### src/rtl/homeMigratoryPkg.sv
package homeMigratoryPkg;

  typedef enum logic [2:0] {
    MSG_REQ   = 3'd0,
    MSG_RET   = 3'd1,
    MSG_IDAT  = 3'd2,
    MSG_GRANT = 3'd4,
    MSG_INV   = 3'd5,
    MSG_NACK  = 3'd6
  } msgKind_e;

  typedef enum logic [1:0] {
    ST_FREE = 2'd0,
    ST_EXCL = 2'd1,
    ST_WAIT = 2'd2
  } homeState_e;

  typedef enum logic [1:0] {
    DST_SRC   = 2'd0,
    DST_OWNER = 2'd1,
    DST_PEND  = 2'd2
  } dstSel_e;

  typedef struct packed {
    logic     latchData;
    logic     ownerFromSrc;
    logic     ownerFromPend;
    logic     pendFromSrc;
    logic     sendMsg;
    msgKind_e sendKind;
    dstSel_e  dstSel;
  } strobes_t;

endpackage

### src/rtl/homeCtrl.sv
module homeCtrl
  import homeMigratoryPkg::*;
#(
  parameter int ID_W = 2
) (
  input  logic            clk,
  input  logic            rst_n,
  input  logic            inFire,
  input  logic [2:0]      inType,
  input  logic [ID_W-1:0] inSrc,
  input  logic [ID_W-1:0] ownerId,
  output strobes_t        strobe
);

  homeState_e state, nextState;
  logic fromOwner;

  assign fromOwner = (inSrc == ownerId);

  always_comb begin
    nextState = state;
    strobe    = '0;
    strobe.sendKind = MSG_NACK;
    strobe.dstSel   = DST_SRC;
    if (inFire) begin
      unique case (state)
        ST_FREE: begin
          if (inType == MSG_REQ) begin
            strobe.sendMsg      = 1'b1;
            strobe.sendKind     = MSG_GRANT;
            strobe.dstSel       = DST_SRC;
            strobe.ownerFromSrc = 1'b1;
            nextState           = ST_EXCL;
          end
        end
        ST_EXCL: begin
          if (inType == MSG_REQ) begin
            strobe.sendMsg = 1'b1;
            if (fromOwner) begin
              strobe.sendKind = MSG_NACK;
              strobe.dstSel   = DST_SRC;
            end else begin
              strobe.sendKind    = MSG_INV;
              strobe.dstSel      = DST_OWNER;
              strobe.pendFromSrc = 1'b1;
              nextState          = ST_WAIT;
            end
          end else if (inType == MSG_RET && fromOwner) begin
            strobe.latchData = 1'b1;
            nextState        = ST_FREE;
          end
        end
        ST_WAIT: begin
          if (inType == MSG_REQ) begin
            strobe.sendMsg  = 1'b1;
            strobe.sendKind = MSG_NACK;
            strobe.dstSel   = DST_SRC;
          end else if ((inType == MSG_RET || inType == MSG_IDAT) && fromOwner) begin
            strobe.latchData     = 1'b1;
            strobe.sendMsg       = 1'b1;
            strobe.sendKind      = MSG_GRANT;
            strobe.dstSel        = DST_PEND;
            strobe.ownerFromPend = 1'b1;
            nextState            = ST_EXCL;
          end
        end
        default: nextState = ST_FREE;
      endcase
    end
  end

  always_ff @(posedge clk) begin
    if (!rst_n) state <= ST_FREE;
    else        state <= nextState;
  end

  assert_free_req_R2: assert property (@(posedge clk) disable iff (!rst_n)
    (state == ST_FREE && inFire && inType == MSG_REQ) |=> (state == ST_EXCL));

  assert_wait_req_holds_R7: assert property (@(posedge clk) disable iff (!rst_n)
    (state == ST_WAIT && inFire && inType == MSG_REQ) |=> (state == ST_WAIT));

  assert_owner_req_holds_R8: assert property (@(posedge clk) disable iff (!rst_n)
    (state == ST_EXCL && inFire && inType == MSG_REQ && fromOwner) |=> (state == ST_EXCL));

endmodule

### src/rtl/homeDatapath.sv
module homeDatapath
  import homeMigratoryPkg::*;
#(
  parameter int ID_W   = 2,
  parameter int DATA_W = 8
) (
  input  logic              clk,
  input  logic              rst_n,
  input  strobes_t          strobe,
  input  logic [ID_W-1:0]   inSrc,
  input  logic [DATA_W-1:0] inData,
  input  logic              outReady,
  output logic [ID_W-1:0]   ownerId,
  output logic              outValid,
  output logic [2:0]        outType,
  output logic [ID_W-1:0]   outDst,
  output logic [DATA_W-1:0] outData
);

  logic [DATA_W-1:0] lineData;
  logic [ID_W-1:0]   pendId;
  logic [ID_W-1:0]   dstNext;
  logic [DATA_W-1:0] dataNext;

  always_comb begin
    unique case (strobe.dstSel)
      DST_OWNER: dstNext = ownerId;
      DST_PEND:  dstNext = pendId;
      default:   dstNext = inSrc;
    endcase
    if (strobe.sendKind == MSG_GRANT)
      dataNext = strobe.latchData ? inData : lineData;
    else
      dataNext = '0;
  end

  always_ff @(posedge clk) begin
    if (!rst_n) begin
      lineData <= '0;
      ownerId  <= '0;
      pendId   <= '0;
    end else begin
      if (strobe.latchData)     lineData <= inData;
      if (strobe.ownerFromSrc)  ownerId  <= inSrc;
      if (strobe.ownerFromPend) ownerId  <= pendId;
      if (strobe.pendFromSrc)   pendId   <= inSrc;
    end
  end

  always_ff @(posedge clk) begin
    if (!rst_n) begin
      outValid <= 1'b0;
      outType  <= '0;
      outDst   <= '0;
      outData  <= '0;
    end else if (strobe.sendMsg) begin
      outValid <= 1'b1;
      outType  <= strobe.sendKind;
      outDst   <= dstNext;
      outData  <= dataNext;
    end else if (outReady) begin
      outValid <= 1'b0;
    end
  end

  assert_stall_stable_R9: assert property (@(posedge clk) disable iff (!rst_n)
    (outValid && !outReady) |=> (outValid && $stable(outType) && $stable(outDst) && $stable(outData)));

  assert_grant_to_owner_R4: assert property (@(posedge clk) disable iff (!rst_n)
    (strobe.sendMsg && strobe.sendKind == MSG_GRANT) |=> (outDst == ownerId));

endmodule

### src/rtl/homeMigratory.sv
module homeMigratory
  import homeMigratoryPkg::*;
#(
  parameter int NUM_NODES = 4,
  parameter int DATA_W    = 8,
  localparam int ID_W     = (NUM_NODES > 1) ? $clog2(NUM_NODES) : 1
) (
  input  logic              clk,
  input  logic              rst_n,
  input  logic              inValid,
  output logic              inReady,
  input  logic [2:0]        inType,
  input  logic [ID_W-1:0]   inSrc,
  input  logic [DATA_W-1:0] inData,
  output logic              outValid,
  input  logic              outReady,
  output logic [2:0]        outType,
  output logic [ID_W-1:0]   outDst,
  output logic [DATA_W-1:0] outData
);

  strobes_t        strobe;
  logic [ID_W-1:0] ownerId;
  logic            inFire;

  assign inReady = !outValid;
  assign inFire  = inValid && inReady;

  homeCtrl #(.ID_W(ID_W)) u_ctrl (
    .clk     (clk),
    .rst_n   (rst_n),
    .inFire  (inFire),
    .inType  (inType),
    .inSrc   (inSrc),
    .ownerId (ownerId),
    .strobe  (strobe)
  );

  homeDatapath #(.ID_W(ID_W), .DATA_W(DATA_W)) u_dp (
    .clk      (clk),
    .rst_n    (rst_n),
    .strobe   (strobe),
    .inSrc    (inSrc),
    .inData   (inData),
    .outReady (outReady),
    .ownerId  (ownerId),
    .outValid (outValid),
    .outType  (outType),
    .outDst   (outDst),
    .outData  (outData)
  );

  assert_no_take_when_full_R9: assert property (@(posedge clk) disable iff (!rst_n)
    (outValid && !outReady) |=> !(strobe.sendMsg && $past(outValid)));

  assert_evict_silent_R5: assert property (@(posedge clk) disable iff (!rst_n)
    (inFire && inType == MSG_RET && strobe.latchData && !strobe.sendMsg) |=> !outValid);

endmodule

### config.mk
export PLATFORM = sky130hd
export DESIGN_NAME = homeMigratory
export DESIGN_NICKNAME = d
export VERILOG_FILES = /design/src/rtl/homeMigratoryPkg.sv /design/src/rtl/homeCtrl.sv /design/src/rtl/homeDatapath.sv /design/src/rtl/homeMigratory.sv
export SDC_FILE = /design/constraint.sdc
export NUM_CORES = 1
export LEC_CHECK = 0
export BUFFER_PORTS_ARGS = -buffer_cell sky130_fd_sc_hd__buf_2
export CORE_ASPECT_RATIO = 1.4
export CORE_MARGIN = 10
export CORE_UTILIZATION = 51
export CTS_CLUSTER_SIZE = 24
export DETAILED_ROUTE_END_ITERATION = 6
export PLACE_DENSITY = 0.8
export SLEW_MARGIN = 10
export SYNTH_ARGS = -nofsm -noshare
export SYNTH_HDL_FRONTEND = slang
export SYNTH_HIERARCHICAL = 1
export SYNTH_SLANG_ARGS = --single-unit
### constraint.sdc
create_clock -name clk -period 3.3 [get_ports clk]
set_clock_uncertainty 0.1 [all_clocks]
set_input_delay 0.66 -clock clk [delete_from_list [all_inputs] [get_ports clk]]
set_output_delay 0.66 -clock clk [all_outputs]
set_load 0.05 [all_outputs]
Word level (Yosys, flattened, before mapping)
Cells that the tools add are included.
{"block": "word_totals", "elab_cells": 62, "regBits": 28, "output_inout_bits": 15}
{"block": "classes", "n_reduce_logical": 10, "n_eq_ne": 13, "n_mux": 31}
{"op": "2-to-1 mux 6 bit", "count": 3}
{"op": "one-hot mux 6 bit (3 select lines)", "count": 1}
{"op": "2-to-1 mux 2 bit", "count": 8}
{"op": "2-to-1 mux 8 bit", "count": 2}
{"op": "2-to-1 mux 1 bit", "count": 11}
{"op": "2-to-1 mux 10 bit", "count": 1}
{"op": "2-to-1 mux 7 bit", "count": 1}
{"op": "one-hot mux 2 bit (3 select lines)", "count": 1}
{"op": "AND reduction 6 bit", "count": 1}
{"op": "equality test 2 x 1 -> 1 bit (second input constant)", "count": 2}
{"op": "equality test 2 bit (second input constant)", "count": 2}
{"op": "2-to-1 mux 4 bit", "count": 1}
{"op": "!= test 2 x 1 -> 1 bit (second input constant)", "count": 2}
{"op": "one-hot mux 2 bit (2 select lines)", "count": 1}
{"op": "nonzero test 2 bit", "count": 2}
{"op": "equality test 3 x 1 -> 1 bit (second input constant)", "count": 1}
{"op": "equality test 3 x 2 -> 1 bit (second input constant)", "count": 1}
{"op": "equality test 3 bit (second input constant)", "count": 1}
{"op": "logical AND 1 bit", "count": 3}
{"op": "logical NOT 3 bit", "count": 1}
{"op": "!= test 3 x 1 -> 1 bit (second input constant)", "count": 1}
{"op": "!= test 3 bit (second input constant)", "count": 1}
{"op": "equality test 2 bit", "count": 1}
{"op": "logical NOT 2 bit", "count": 1}
{"op": "4 further kinds", "count": 4}

Logic depth before layout (Yosys ltp)
Gate-level depths: netlist (run 1).
{"block": "logic_depth", "depth_word": 9, "ltp_mapped": 9, "ltp_nobuf": 9}

Cells and area by module
Netlist (run 1), hierarchy kept.
{"mod": "homeDatapath", "n_inst": 1, "area_each_um2": 1029.7, "cells_each": 100}
{"mod": "homeCtrl", "n_inst": 1, "area_each_um2": 395.4, "cells_each": 55}
{"mod": "homeMigratory", "n_inst": 1, "area_each_um2": 10.0, "cells_each": 2}

Worst setup path after synthesis (run 1)
No wires, ideal clock.
{"block": "synth_path", "kind": "input to register", "from": "input inSrc[1]", "to": "register u_dp.outData[5]", "path_stages": 6, "setup_slack_ns": 0.743, "n_path_buf": 1, "required_ns": 3.116, "setup_ns": 0.084, "arrival_ns": 2.373, "cell_sequence": "xor2_1 -> o41a_1 -> or3_2 -> or3_1 -> buf_4 -> o31ai_2"}
{"item": "start: declaration", "line_no": "homeMigratory.sv:13", "text": "input logic [ID_W-1:0] inSrc,"}
{"item": "end signal: assignment", "line_no": "homeDatapath.sv:60", "text": "outData <= dataNext;"}
{"item": "end: declaration", "line_no": "homeDatapath.sv:17", "text": "output logic [DATA_W-1:0] outData"}

==> flow_summary.toml, run 1 <==
[hold_path]
min-delay-path-class = "reg2reg"
hold_path_end = "u_dp/outData[6]"
hold_start = "u_dp/outData[6]"
hold_depth = 2

[synth]
synth_area_leaders = "dfxtp_1 39%, mux2i_1 9.8%, o31ai_2 7.0%, ha_1 5.2%, nor2_1 4.7%"
ys_seq_elements = 28
yosysTopAreaCellShare_pct = 39.1
synth_cell_types = 37
syn_inst = 157
avgSynthCellArea_um2 = 9.14
netlist_area_um2 = 1440
synth_area_leader_cell = "dfxtp_1"
ys_warn_count = 6
ys_seq_area_share_pct = 39.1
syn_nets = 180

[setup_path]
slowest_delay_ns = 0.56
path_class = "reg2reg"
slowest_stage = "or3_1"
crit_fanout = 8
cp_cell_sequence = "inv_1 > ha_1 > o31ai_1 > nor2b_1 > a21oi_1 > or3_2 > or3_1 > o31ai_2"
reg2reg_from = "u_ctrl/state[1]"
startpoint_type = "register"
required_ns = 3.45
cp-end-kind = "register"
ff2ff_setup_slack_ns = 0.70
timing.rr.end = "u_dp/outData[7]"
crit_arrival_ns = 2.75
worst_r2r_path_depth = 8

[grt]
grt_pass1_vias = 1206
track_usage_pct = 12.0
grt_pass1_wl_um = 5300
grt_max_degree = 27
antenna_found_initial = 0
overflow = 0

[clock_network]
cts-root-buf = "clkbuf_4"
cts_tree = "done"
clk_pin_slew_worst_paths_ns = 0.14
htreeDepth = 1
clock_sinks = 28
clk_latency_ns = 0.32
ctsHoldBuffers = 0
cts_inserted_buffers = 3
cts_resized = 0
post_cts_buffers = 0
cts_max_path_buffers = 2

[sta]
setup_violations = 0
worst_pin_slew_ns = 0.529
holdWs_ns = 0.378
tns_ns = 0
hold_viol = 0
min_period_over_period_pct = 78.9
slew_violations = 0
max_freq_ghz = 0.384
slew_headroom_pct = 64.7
finalWorstPathRequiredPeriod_ns = 2.60
rsz0062_at_grt = "no"

[die]
io_pins = 32
initial_core_util_pct = 53.7
rows = 22
coreArea_um2 = 2670
dieArea_um2 = 5370
die_width_um = 64.8
dieHeight_um = 82.8

[power_and_ir_drop]
leakage_uw = 0.000664
powerDensity_nw_per_um2 = 380
ir_worst_vdd_mv = 0.194

[final_layout]
final_common_cell = "buf_2"
final_cell_count_no_fill = 224
multi_input_area_um2 = 793
final_cell_mix = "31 x buf_2, 28 x dfxtp_1, 18 x nor2_1"
final_area_um2 = 1670
regArea_um2 = 561
final_nets = 212
drive_gt1_share_pct = 27.7
syn_to_final_growth_pct = 16.7
antennaDiodeCount = 0
fillers = 243

[placed_design]
portBuffers = 31
hpwlAfterDp_um = 2510
placed_cells = 220
gp_congestion = 0.876
placed_cell_area_um2 = 1620

[run]
drv_cap = 0

[routing]
ant_nets = 0
drc = 0
dr.pass1.iters = 4
vias = 1225
drt_wl_total_um = 3200
viasPerCell = 5.47
wl_per_cell_um = 14.3
drt_iter0_drc = 54

[outcome]
status = "finished clean"
==> per-stage QoR <==
step / worst slack, ns / util [%] / total power [uW]
after floorplan: 0.743 / - / 399
after global placement: 0.481 / 60.7 / 422
after detailed placement: 0.426 / 60.7 / 424
after CTS: 0.711 / 62.7 / 641
after global routing: 0.564 / 62.7 / 659
final: 0.697 / 62.7 / 637
==> cells by family (layout without fill, tap and decap cells) <==
family / after synthesis / count (layout) / synth area share (%)
DFF: 28 / 28 / 39.1
buffers and inverters: 18 / 49 / 5.67
muxes: 16 / 16 / 11.3
xor gates and xnor gates: 5 / 5 / 3.05
AOI/OAI and AO/OA: 28 / 28 / 16.5
and+or+nand+nor: 55 / 55 / 18.9
adders and majority gates: 6 / 6 / 5.23
other: 1 / 1 / 0.261
==> Yosys cell counts <==
master    instances
a31o_1            1
nor4_1            1
clkbuf_1          1
or3_2             1
buf_2             2
nand2b_1          3
o31ai_1           1
a211oi_1          1
a21oi_1           4
xor2_1            2
inv_2             1
nor2_1           18
nor3b_1           3
or3_1             1
ha_1              6
a311oi_1          1
buf_4             3
a211o_2           1
mux2_2            2
nor2b_1           4
o41a_1            1
o211ai_1          1
nand3b_1          4
o21ai_0           5
mux2i_1          14
conb_1            1
and3_1            1
xnor2_1           3
nor3_1            4
o31ai_2           8
a221oi_1          2
nand4_1           2
dfxtp_1          28
buf_1             2
nand2_1          13
a31oi_1           2
inv_1             9
==> power by group <==
group	leakage, uW	switching [uW]	internal [uW]
Clock	0.0000279	95.7	123
Sequential	0.000226	3.02	342
Combinational	0.000410	45.9	27.1
==> worst max-delay path by stage <==
stage                               start              end  slack, ns  depth (start not counted)
after CTS                 u_ctrl/state[1]  u_dp/outData[7]       0.71                          8
final                     u_ctrl/state[1]  u_dp/outData[7]       0.70                          8
after global placement           inSrc[1]  u_dp/outData[3]       0.48                          6
after global routing            inType[1]   u_dp/outDst[1]       0.56                          9
after detailed placement         inSrc[1]  u_dp/outData[7]       0.43                          6
after floorplan                  inSrc[1]  u_dp/outData[5]       0.74                          6
==> worst max-delay path, delay by kind of cell (launching register included) <==
kind                       cells  cell delay [ns]
AOI/OAI and AO/OA              3             0.44
adders and majority gates      1             0.25
buffers and inverters          1             0.09
DFF                            1             0.44
and+or+nand+nor                3             1.22
==> sequential cells by signal, indices dropped and copies added, names as in the netlist <==
| register | cells |
|---|---|
| u_dp/lineData | 8 |
| u_dp/outData | 8 |
| u_dp/outType | 3 |
| u_ctrl/state | 2 |
| u_dp/outDst | 2 |
| u_dp/ownerId | 2 |
| u_dp/pendId | 2 |
| u_dp/outValid | 1 |
==> layout make-up <==
cell class	count	area share [%]
repair buffers	35	11.1
flip-flops and latches	28	33.5
well taps	36	2.69
clock buffers	3	1.35
multi-input cells	111	47.4
clock inverters	1	1.79
inverters	10	2.24
==> metal layers <==
| layer | vias to the layer above | share of wire (%) | wire (um) | GRT usage (%) |
|---|---|---|---|---|
| met3 | 2 | 7.0 | 224 | 3.23 |
| met5 | - | 0 | 0 | 0 |
| met1 | 576 | 42 | 1330 | 12.4 |
| li1 | 606 | - | - | - |
| met2 | 41 | 51 | 1620 | 22.1 |
| met4 | 0 | 0.75 | 24 | 5.36 |
Note: power is estimated with default switching activity, not from simulation.
==> run 2, diff against run 1 <==
--- a/config.mk
+++ b/config.mk
@@ -8,10 +8,10 @@
 export BUFFER_PORTS_ARGS = -buffer_cell sky130_fd_sc_hd__buf_2
 export CORE_ASPECT_RATIO = 1.4
 export CORE_MARGIN = 10
-export CORE_UTILIZATION = 51
+export CORE_UTILIZATION = 48
 export CTS_CLUSTER_SIZE = 24
 export DETAILED_ROUTE_END_ITERATION = 6
-export PLACE_DENSITY = 0.8
+export PLACE_DENSITY = 0.79
 export SLEW_MARGIN = 10
 export SYNTH_ARGS = -nofsm -noshare
 export SYNTH_HDL_FRONTEND = slang
==> constraint.sdc (replaced) <==
create_clock -name clk -period 2.3 [get_ports clk]
set_clock_uncertainty 0.1 [all_clocks]
set_input_delay 0.46 -clock clk [delete_from_list [all_inputs] [get_ports clk]]
set_output_delay 0.46 -clock clk [all_outputs]
set_load 0.05 [all_outputs]
==> run 2 against run 1 <==
Compared with the run above: via count rose by 3.6%; register-to-register slack worse by 0.66 ns; routed wire length increased by 6.9%; final cell count is 8.0% higher; sequential share of layout area is 2.9 points lower; fmax rose by 15%; first-iteration DRC count increased by 19%; final area increased by 11%; hold slack lost 0.016 ns; critical path type unchanged.
==> flow_summary.toml, run 2 (synthesis results as in run 1) <==
[outcome]
status = "finished clean"

[sta]
setup_violations = 0
max_freq_ghz = 0.442
finalWorstPathRequiredPeriod_ns = 2.26
slew_headroom_pct = 66.4
slew_violations = 0
min_period_over_period_pct = 98.3
hold_viol = 0
worst_pin_slew_ns = 0.503
rsz0062_at_grt = "yes"

[routing]
drt_iter0_drc = 64
viasPerCell = 5.24
wl_per_cell_um = 14.1
ant_nets = 0
vias = 1269
drt_wl_total_um = 3420
drc = 0
dr.pass1.iters = 4

[run]
drv_cap = 0

[setup_path]
cp_cell_sequence = "xor2_2 > o41a_1 > or3_4 > or3_4 > buf_8 > o31ai_2"
cp-end-kind = "register"
crit_top_cell = "or3_4"
crit_fanout = 8
required_ns = 2.38
path_class = "reg2reg"
crit_arrival_ns = 2.34
crit_family = "simple AND/OR/NAND/NOR gates"
startpoint_type = "register"
slowest_stage = "o41a_1"
slowest_delay_ns = 0.44
path_buf_inv = 1

[final_layout]
utilization_pct = 64.4
final_area_um2 = 1850
reg_top3 = "u_dp/lineData x8, u_dp/outData x8, u_dp/outType x3"
final_common_cell = "buf_2"
drive_gt1_share_pct = 38.0
antennaDiodeCount = 0
final_cell_mix = "31 x buf_2, 25 x dfxtp_1, 21 x buf_4"
final_nets = 230
syn_to_final_growth_pct = 29.2

[die]
rows = 23
io_pins = 32
dieHeight_um = 84.7
coreArea_um2 = 2880
die_width_um = 66.2
initial_core_util_pct = 49.9
dieArea_um2 = 5610

[placed_design]
portBuffers = 31
hpwlAfterDp_um = 2730
placed_cell_area_um2 = 1750
gp_congestion = 0.882

[power_and_ir_drop]
power.switching_uw = 205
ir_worst_vdd_mv = 0.352
leakage_uw = 0.000755
seqPwrFrac_pct = 57.0
cell_internal_pwr_uw = 661
comb_power_share_pct = 14.7
powerDensity_nw_per_um2 = 467
clkPwrFrac_pct = 28.4
total_power_uw = 866
switching_share_pct = 23.7

[clock_network]
clk_latency_ns = 0.26
cts_max_path_buffers = 2
clock_sinks = 28
cts_inserted_buffers = 3
cts-root-buf = "clkbuf_8"
htreeDepth = 1
cts_tree = "done"
clk_pin_slew_worst_paths_ns = 0.08

[grt]
overflow = 0
grt_max_degree = 27
track_usage_pct = 11.8
grt_pass1_vias = 1311
grt_pass1_wl_um = 5590
antenna_found_initial = 0

[hold_path]
min-delay-path-class = "reg2reg"
==> run 2: cell types whose count changed in the layout (fill, tap and decap cells not counted), sizes merged <==
cell    before  now
buf         35   53
bufinv       1    0
==> run 2: metal layers <==
metal  routed length [um]  vias to the layer above  GRT usage (%)
met5                    0                        -              0
met4                   19                        0           2.87
met3                  204                        2           2.79
met2                 1820                       26           21.9
met1                 1370                      598           12.7
li1                     -                      643              -
==> run 2: power groups by stage <==
stage          Sequential [uW]  Combinational, uW  Clock (uW)
3_3_place_gp               505                114           0
5_1_grt                    494                139         269
2_1_floorplan              514               60.0           0
4_1_cts                    495                118         257
6_report                   493                127         246
3_5_place_dp               506                118           0
==> run 2: timing repair <==
item	4_1_cts	5_1_grt
gates resized for setup	2	11
endpoints found under the setup margin	7	10
hold buffers	0	0
pin swaps	0	3
setup buffers	0	2
==> run 2: worst paths after layout <==
check	start	to	slack [ns]	cells after the start
worst max-delay path	u_dp/ownerId[1]	u_dp/outData[5]	0.04	6
worst min-delay path	u_dp/outData[3]	u_dp/outData[3]	0.36	2
worst max register to register	u_dp/ownerId[1]	u_dp/outData[5]	0.04	6
worst min register to register	u_dp/outData[3]	u_dp/outData[3]	0.36	2
==> run 2: stage by stage <==
stage / hold WS [ns] / setup TNS, ns / instances / worst slack, ns
floorplan: 0.372 / 0 / 157 / 0.00287
global placement: 0.340 / -1.11 / 237 / -0.138
detailed placement: 0.342 / -1.50 / 237 / -0.189
CTS: 0.363 / 0 / 240 / 0.0123
global route: 0.385 / -0.0301 / 242 / -0.0145
finish: 0.362 / 0 / 242 / 0.0382
==> run 2: worst min-delay path: stages, from the launching register on <==
cell,delay (ns)
dfxtp_1,0.33
nand2_1,0.06
o31ai_2,0.05
==> run 2: cell type report <==
class,count,area [um^2]
fill,236,1020
multi-input combinational,111,835
sequential,28,567
timing repair buffer,53,328
tap,37,46.3
clock buffer,3,41.3
inverter,10,37.5
==> run 3, diff against run 2 <==
==> constraint.sdc (replaced) <==
create_clock -name clk -period 2 [get_ports clk]
set_clock_uncertainty 0.1 [all_clocks]
set_input_delay 0.4 -clock clk [delete_from_list [all_inputs] [get_ports clk]]
set_output_delay 0.4 -clock clk [all_outputs]
set_load 0.05 [all_outputs]
==> run 3 against run 2 <==
Compared with the run above: the run now ends with setup timing left; register-to-register slack got worse by 0.23 ns; final area rose by 19%; sequential cell count did not move; sequential power rose by 15%; routed wire length rose by 36%; combinational power rose by 44%; fmax rose by 3.2%; die area did not move; critical path depth did not move; critical path type unchanged; critical endpoint is now u_dp/outData[7]; largest cell class unchanged; largest power group unchanged; highest routed layer unchanged.
==> flow_summary.toml, run 3 (synthesis results as in run 1) <==
[power_and_ir_drop]
total_power_uw = 1200
ir_worst_vdd_mv = 0.442
powerDensity_nw_per_um2 = 543
leakage_uw = 0.000858

[routing]
wl_per_cell_um = 18.9
drt_iter0_drc = 51
vias = 1367
drt_wl_total_um = 4660
dr.pass1.iters = 4
drc = 0
viasPerCell = 5.53
ant_nets = 0

[die]
rows = 23
die_width_um = 66.2
dieHeight_um = 84.7
dieArea_um2 = 5610
io_pins = 32
initial_core_util_pct = 49.9
coreArea_um2 = 2880

[clock_network]
ctsHoldBuffers = 0
htreeDepth = 1
clock_sinks = 28
cts_inserted_buffers = 3
cts-root-buf = "clkbuf_8"
clk_latency_ns = 0.27
cts_max_path_buffers = 2
clk_pin_slew_worst_paths_ns = 0.10
cts_tree = "done"

[hold_path]
min-delay-path-class = "in2reg"

[placed_design]
gp_congestion = 0.918
pre_cts_ws_ns = -0.427
portBuffers = 31
placed_cell_area_um2 = 1810
hpwlAfterDp_um = 3010

[sta]
hold_viol = 0
finalWorstPathRequiredPeriod_ns = 2.19
worst_slack_ns = -0.192
min_period_over_period_pct = 110
slew_headroom_pct = 60.0
setup_violations = 11
slew_violations = 0
worst_pin_slew_ns = 0.599
rsz0062_at_grt = "yes"
max_freq_ghz = 0.456

[grt]
grt_pass1_wl_um = 6740
antenna_found_initial = 0
overflow = 0
grt_max_degree = 27
grt_pass1_vias = 1424
track_usage_pct = 15.0

[setup_path]
path_class = "reg2reg"
slowest_stage = "o41a_1"
path_buf_inv = 1
crit_top_cell = "or3_4"
slowest_delay_ns = 0.43
required_ns = 2.09
startpoint_type = "register"
cp-end-kind = "register"
crit_arrival_ns = 2.28
crit_fanout = 8
crit_family = "simple AND/OR/NAND/NOR gates"
cp_cell_sequence = "xor2_2 > o41a_1 > or3_4 > or3_4 > buf_12 > o31ai_2"

[final_layout]
final_common_cell = "buf_2"
drive_gt1_share_pct = 52.9
antennaDiodeCount = 0
reg_top3 = "u_dp/lineData x8, u_dp/outData x8, u_dp/outType x3"
syn_to_final_growth_pct = 53.3
final_cell_mix = "31 x buf_2, 23 x dfxtp_1, 19 x buf_4"
final_area_um2 = 2200
final_nets = 234

[outcome]
violations = "setup timing"
status = "finished, violations left"

[run]
drv_cap = 0
-- run 3: metal layers --
layer | part of all wire, % | wire length (um) | vias to the layer above | global-route usage (%)
met5 | 0 | 0 | - | 0
met4 | 2.1 | 96 | 0 | 6.12
met3 | 3.3 | 154 | 6 | 2.39
met2 | 57 | 2650 | 34 | 28.4
met1 | 38 | 1760 | 674 | 15.4
li1 | - | - | 653 | -
-- run 3: what timing repair did --
item	4_1_cts	5_1_grt
endpoints found under the setup margin	18	20
gates resized for setup	38	23
pin swaps	15	5
buffers inserted	0	0
-- run 3: worst paths after layout --
path,startpoint,end,slack (ns),cells past startpoint
worst max-delay path,u_dp/ownerId[1],u_dp/outData[7],-0.19,6
worst min-delay path,rst_n,u_ctrl/state[0],0.30,3
worst max register to register,u_dp/ownerId[1],u_dp/outData[7],-0.19,6
worst min register to register,u_dp/outData[1],u_dp/outData[1],0.41,2
-- run 3: power breakdown --
group	leakage (uW)	switching (uW)	total, uW	internal [uW]
logic	0.000594	106	183	77.1
clock network	0.0000357	176	443	268
registers	0.000228	5.11	569	564
total	0.000858	286	1200	909
-- run 3: final cells by class --
class	count	area [um^2]
clock buffers	3	41.3
multi-input cells	111	1090
flip-flops and latches	28	567
repair buffers	57	385
fillers	192	678
clock inverters	1	30.0
well taps	37	46.3
inverters	10	37.5
-- run 3: worst min-delay path, delay by kind of cell --
kind / cells / cell delay (ns)
AOI/OAI and AO/OA: 1 / 0.05
buffers and inverters: 2 / 0.19
-- run 3: through the flow --
stage | hold WS (ns) | setup TNS (ns) | utilization (%) | instances
4_1_cts | 0.293 | -0.927 | 72.2 | 247
2_1_floorplan | 0.373 | -1.83 | - | 157
3_5_place_dp | 0.358 | -5.12 | 63.0 | 243
3_3_place_gp | 0.339 | -4.04 | 63.0 | 243
6_report | 0.304 | -1.49 | 76.4 | 247
5_1_grt | 0.311 | -2.73 | 76.4 | 247
